File: src/rtl/byp_pkg.sv
package byp_pkg;
  typedef enum logic [1:0] {
    FWD_NONE = 2'd0,
    FWD_MEM  = 2'd1,
    FWD_WB   = 2'd2
  } fwd_sel_e;

  localparam int SEL_W = 2;
endpackage

File: src/rtl/byp_match.sv
module byp_match
  import byp_pkg::*;
#(
  parameter int IDX_W = 5
) (
  input  logic [IDX_W-1:0] src_idx,
  input  logic             mem_wen,
  input  logic [IDX_W-1:0] mem_dst,
  input  logic             wb_wen,
  input  logic [IDX_W-1:0] wb_dst,
  output fwd_sel_e         sel
);
  logic hit_mem;
  logic hit_wb;

  // x0 is hard-wired zero, so a producer naming it is never a source
  assign hit_mem = mem_wen && (mem_dst != '0) && (mem_dst == src_idx);
  assign hit_wb  = wb_wen  && (wb_dst  != '0) && (wb_dst  == src_idx);

  always_comb begin
    if (hit_mem)     sel = FWD_MEM;   // newer value wins
    else if (hit_wb) sel = FWD_WB;
    else             sel = FWD_NONE;
  end
endmodule

File: src/rtl/byp_opmux.sv
module byp_opmux
  import byp_pkg::*;
#(
  parameter int XLEN = 32
) (
  input  fwd_sel_e        sel,
  input  logic [XLEN-1:0] rf_val,
  input  logic [XLEN-1:0] mem_val,
  input  logic [XLEN-1:0] wb_val,
  output logic [XLEN-1:0] out_val
);
  always_comb begin
    case (sel)
      FWD_MEM: out_val = mem_val;
      FWD_WB:  out_val = wb_val;
      default: out_val = rf_val;   // unused code 3 falls back to the file
    endcase
  end
endmodule

File: src/rtl/byp_stage_reg.sv
module byp_stage_reg #(
  parameter int W = 34
) (
  input  logic         clk,
  input  logic         rst,
  input  logic [W-1:0] d,
  output logic [W-1:0] q
);
  always_ff @(posedge clk) begin
    if (rst) q <= '0;
    else     q <= d;
  end
endmodule

File: src/rtl/ex_bypass_unit.sv
module ex_bypass_unit
  import byp_pkg::*;
#(
  parameter int IDX_W = 5,
  parameter int XLEN  = 32
) (
  input  logic             clk,
  input  logic             rst,
  input  logic [IDX_W-1:0] ex_src1_idx,
  input  logic [IDX_W-1:0] ex_src2_idx,
  input  logic [XLEN-1:0]  rf_src1_data,
  input  logic [XLEN-1:0]  rf_src2_data,
  input  logic             mem_wen,
  input  logic [IDX_W-1:0] mem_dst_idx,
  input  logic [XLEN-1:0]  mem_result,
  input  logic             wb_wen,
  input  logic [IDX_W-1:0] wb_dst_idx,
  input  logic [XLEN-1:0]  wb_result,
  output logic [1:0]       sel1_q,
  output logic [1:0]       sel2_q,
  output logic [XLEN-1:0]  opnd1_q,
  output logic [XLEN-1:0]  opnd2_q
);
  localparam int NSRC  = 2;
  localparam int SLOTW = SEL_W + XLEN;

  logic [IDX_W-1:0] src_idx [NSRC];
  logic [XLEN-1:0]  rf_val  [NSRC];
  logic [SLOTW-1:0] slot_d  [NSRC];
  logic [SLOTW-1:0] slot_q  [NSRC];

  assign src_idx[0] = ex_src1_idx;
  assign src_idx[1] = ex_src2_idx;
  assign rf_val[0]  = rf_src1_data;
  assign rf_val[1]  = rf_src2_data;

  for (genvar g = 0; g < NSRC; g++) begin : g_src
    fwd_sel_e        sel;
    logic [XLEN-1:0] val;

    byp_match #(.IDX_W(IDX_W)) u_match (
      .src_idx (src_idx[g]),
      .mem_wen (mem_wen),
      .mem_dst (mem_dst_idx),
      .wb_wen  (wb_wen),
      .wb_dst  (wb_dst_idx),
      .sel     (sel)
    );

    byp_opmux #(.XLEN(XLEN)) u_mux (
      .sel     (sel),
      .rf_val  (rf_val[g]),
      .mem_val (mem_result),
      .wb_val  (wb_result),
      .out_val (val)
    );

    assign slot_d[g] = {sel, val};

    byp_stage_reg #(.W(SLOTW)) u_reg (
      .clk (clk),
      .rst (rst),
      .d   (slot_d[g]),
      .q   (slot_q[g])
    );
  end

  assign {sel1_q, opnd1_q} = slot_q[0];
  assign {sel2_q, opnd2_q} = slot_q[1];
endmodule

File: config.mk
export PLATFORM = sky130hd
export DESIGN_NAME = ex_bypass_unit
export DESIGN_NICKNAME = d
export VERILOG_FILES = /design/src/rtl/byp_pkg.sv /design/src/rtl/byp_match.sv /design/src/rtl/byp_opmux.sv /design/src/rtl/byp_stage_reg.sv /design/src/rtl/ex_bypass_unit.sv
export SDC_FILE = /design/constraint.sdc
export NUM_CORES = 1
export LEC_CHECK = 0
export BUFFER_PORTS_ARGS = -buffer_cell sky130_fd_sc_hd__buf_2
export CAP_MARGIN = 25
export CORE_UTILIZATION = 44
export CTS_BUF_LIST = sky130_fd_sc_hd__clkbuf_8
export DETAILED_ROUTE_END_ITERATION = 12
export GPL_TIMING_DRIVEN = 0
export PLACE_DENSITY = 0.82
export REMOVE_ABC_BUFFERS = 1
export SLEW_MARGIN = 20
export SYNTH_ARGS = -nofsm -noshare
export SYNTH_HDL_FRONTEND = slang
export SYNTH_HIERARCHICAL = 1
export SYNTH_SLANG_ARGS = --single-unit
export TNS_END_PERCENT = 100
File: constraint.sdc
create_clock -name clk -period 2.5 [get_ports clk]
set_clock_uncertainty 0.15 [all_clocks]
set_input_delay 0.5 -clock clk [delete_from_list [all_inputs] [get_ports clk]]
set_output_delay 0.5 -clock clk [all_outputs]
set_load 0.1 [all_outputs]
==> results by group <==
Outcome
  – Run status: completed

Timing
  – Max Fclk: just over 0.4 GHz
  – Hold violation total from the final report: 0
  – Minimum clock period: between 2 and 2.5 ns
  – Unrepaired setup endpoints after global routing: yes
  – Max Slew Vio Count: 0
  – Final-report setup violation count: 0
  – Worst slew margin relative to its limit: 0.621
  – Share of the clock period used by the worst path after layout: 0.970
  – Actual transition at the worst max-transition pin: approximately 0.57 ns

Power and ir drop
  – Peak supply drop: ~0.00021 V
  – Leakage power: between 2 and 2.5 nW
  – Total design power: between 2 and 3 mW
  – PD cells: approximately 600 mW/mm2

Global route
  – Largest net degree at the start of global routing: 39
  – Global-route wire length before repair: about 17000 um
  – GRT overflow: 0
  – Antenna violations before repair: 0
  – Global router's overall resource usage: 0.250
  – Vias in the first global route: approximately 3600

Final layout
  – Antenna diodes: 0
  – Finished Cell Area: around 0.0048 mm2
  – Max reg flops: 68
  – Post-layout net count: 768
  – Register with the highest flop count: g_src.u_reg/q
  – Relative area change from synthesis to final layout: 39.2%
  – Top Registers: g_src.u_reg/q (68)
  – Fraction of final layout cells sized beyond drive strength 1: 0.418

Die
  – Core area: approximately 0.0074 mm2
  – Floorplan row count: 31
  – Die height: approximately 91 um
  – Die outline width: just over 90 um
  – Die footprint: 0.00824 mm2
  – Count of pins on the block boundary: between 200 and 250
  – Initial standard-cell utilization of the core: 0.465

Detailed routing
  – Remaining routing DRC violations: 0
  – Wire length on met3: 840 um
  – Via count of the routed design: about 3800
  – Final wirelength: 11300 um
  – Number of DRC violations after detailed-routing iteration 0: approximately 230
  – Mean routed wirelength per cell: ~16 um
  – Detailed-routing wirelength on met1: 4360 um
  – Highest routed metal layer: met4
  – Mean number of vias per cell: ~5.3
  – Number of nets still failing antenna checks after routing: 0
  – Routed wire length on met2: 5860 um
  – Initial DRT Pass Iterations: 5

Clock network
  – Root Buffer: clkbuf_8
  – # H-tree levels: 3
  – Largest buffer count on any clock path: 2
  – Clock tree from TritonCTS: built
  – Clock transition at the registers of the reported paths: around 0.08 ns
  – Sink Count: 68
  – Number of buffers created by CTS: 9

Worst setup path
  – Critical-path maximum fanout: 17
  – Worst setup path category: in -> reg
  – CP arrival: approximately 2.6 ns
  – Worst setup EP type: register
  – Data required time of the worst path: approximately 2.6 ns
  – Startpoint type of the worst setup path: primary input

Placement
  – HPWL after detailed placement: around 7800 um
  – Area after detailed placement: approximately 0.0045 mm2
  – Weighted congestion reported at the end of routability-driven placement: between 0.8 and 0.9
  – Port buffer count: roughly 220

Logic synthesis
  – Warnings, synthesis: 6
  – Post-synthesis instance area: between 0.003 and 0.004 mm2
  – Number of instances in the synthesized netlist: 410
  – Synthesized area per cell: 8.45 um2
  – Synth Register Bits: between 60 and 70
  – Share of the yosys chip area belonging to registers: 0.393
  – Library cells used by synthesis: 22

Flow run
  – Max-cap viol count: 0

Hold path
  – Class of the tightest hold or removal check: in -> reg
-- logic make-up after synthesis --
kind of cell	synth area share
adder cells (fa/ha/maj)	0.0144
AND/OR/NAND/NOR	0.225
AO/OA/AOI/OAI	0.251
flip-flops	0.393
XOR/XNOR	0.0404
buffers and inverters	0.0765
-- through the flow --
stage	worst slack [ns]	hold slack, ns	utilization	TNS [ns]	instances
after floorplan	-0.436	0.422	-	-20.36	376
after global placement	-1.27	0.660	0.596	-72.07	694
after detailed placement	-0.471	0.672	0.606	-25.38	697
after CTS	0.0161	0.321	0.637	0	713
after global routing	-0.0191	0.337	0.648	-0.0406	716
final	0.0762	0.335	0.648	0	716
-- per-layer routing --
metal,vias to the layer above,GRT usage
met4,0,0.109
met2,202,0.455
li1,1823,-
met5,-,0
met1,1772,0.278
met3,20,0.0497
-- final timing paths --
kind              cells after the start             start  slack (ns)                    to
setup / recovery                      9    mem_dst_idx[0]        0.08  g_src[1].u_reg/q[11]
hold / removal                        4  rf_src2_data[18]        0.33  g_src[1].u_reg/q[18]
-- critical path: stages --
cell and delay, ns:
buf_2 0.14, o41ai_2 0.46, a211oi_4 0.16, nor3_4 0.28, ha_4 0.35, buf_8 0.22, a22oi_1 0.10, o21ai_1 0.17
nor2b_1 0.15
-- layout by cell type, fill, tap and decap left out --
master / synthesis / final
inv_1: 4 / 5
nor2b_1: 60 / 60
buf_2: 20 / 219
nand3_1: 4 / 4
buf_6: 12 / 1
clkinv_2: 0 / 1
xnor2_1: 10 / 10
a21oi_1: 2 / 2
bufinv_16: 0 / 1
o41ai_2: 2 / 2
ha_4: 0 / 4
nor3_4: 0 / 2
buf_16: 0 / 1
xor2_1: 6 / 6
dfxtp_1: 68 / 68
a211oi_4: 0 / 2
nor4_1: 2 / 2
a22oi_1: 64 / 64
nor2_1: 2 / 2
buf_8: 0 / 2
inv_6: 0 / 1
nand2_1: 68 / 68
clkbuf_8: 0 / 10
buf_12: 0 / 2
o21ai_1: 60 / 60
o21ai_0: 4 / 4
clkinv_4: 0 / 1
clkinvlp_4: 0 / 1
nor3_1: 4 / 4
and2b_2: 8 / 8
-- cell type report --
type / count / area (um2)
Fill cell: 666 / 2620
Multi-Input combinational cell: 304 / 1920
Sequential cell: 68 / 1360
Timing Repair Buffer: 225 / 1200
Clock buffer: 10 / 138
Tap cell: 99 / 124
Clock inverter: 6 / 63.8
Inverter: 4 / 15.0
-- synthesized netlist by cell type --
master	count	area (um2)
nand3_1	4	20.0
and2b_2	8	70.1
a211oi_2	2	25.0
o41ai_2	2	32.5
xor2_1	6	52.6
buf_4	2	15.0
inv_1	4	15.0
ha_1	4	50.1
dfxtp_1	68	1360
nor4_1	2	12.5
nor2b_1	60	375
a21oi_1	2	10.0
buf_6	12	135
o21ai_0	4	20.0
buf_2	20	100
nor3_2	2	20.0
nand2_1	68	255
o21ai_1	60	300
nor3_1	4	20.0
a22oi_1	64	480
xnor2_1	10	87.6
nor2_1	2	7.51
-- power by group --
part / leakage (nW) / internal, mW / switching, mW / total (mW)
clock: 0.104 / 0.488 / 0.415 / 0.903
sequential: 0.565 / 1.14 / 0.0158 / 1.16
combinational: 1.59 / 0.232 / 0.663 / 0.895
-- repair_timing --
item | in CTS | in global routing
buffers inserted | 0 | 3
resized for setup | 3 | 5
gates cloned | 0 | 0
hold buffers | 0 | 0
setup endpoints to repair | 64 | 51
pin swaps | 0 | 3
endpoints found under the hold margin | 0 | 0
Note: power is estimated with default switching activity, not from simulation.
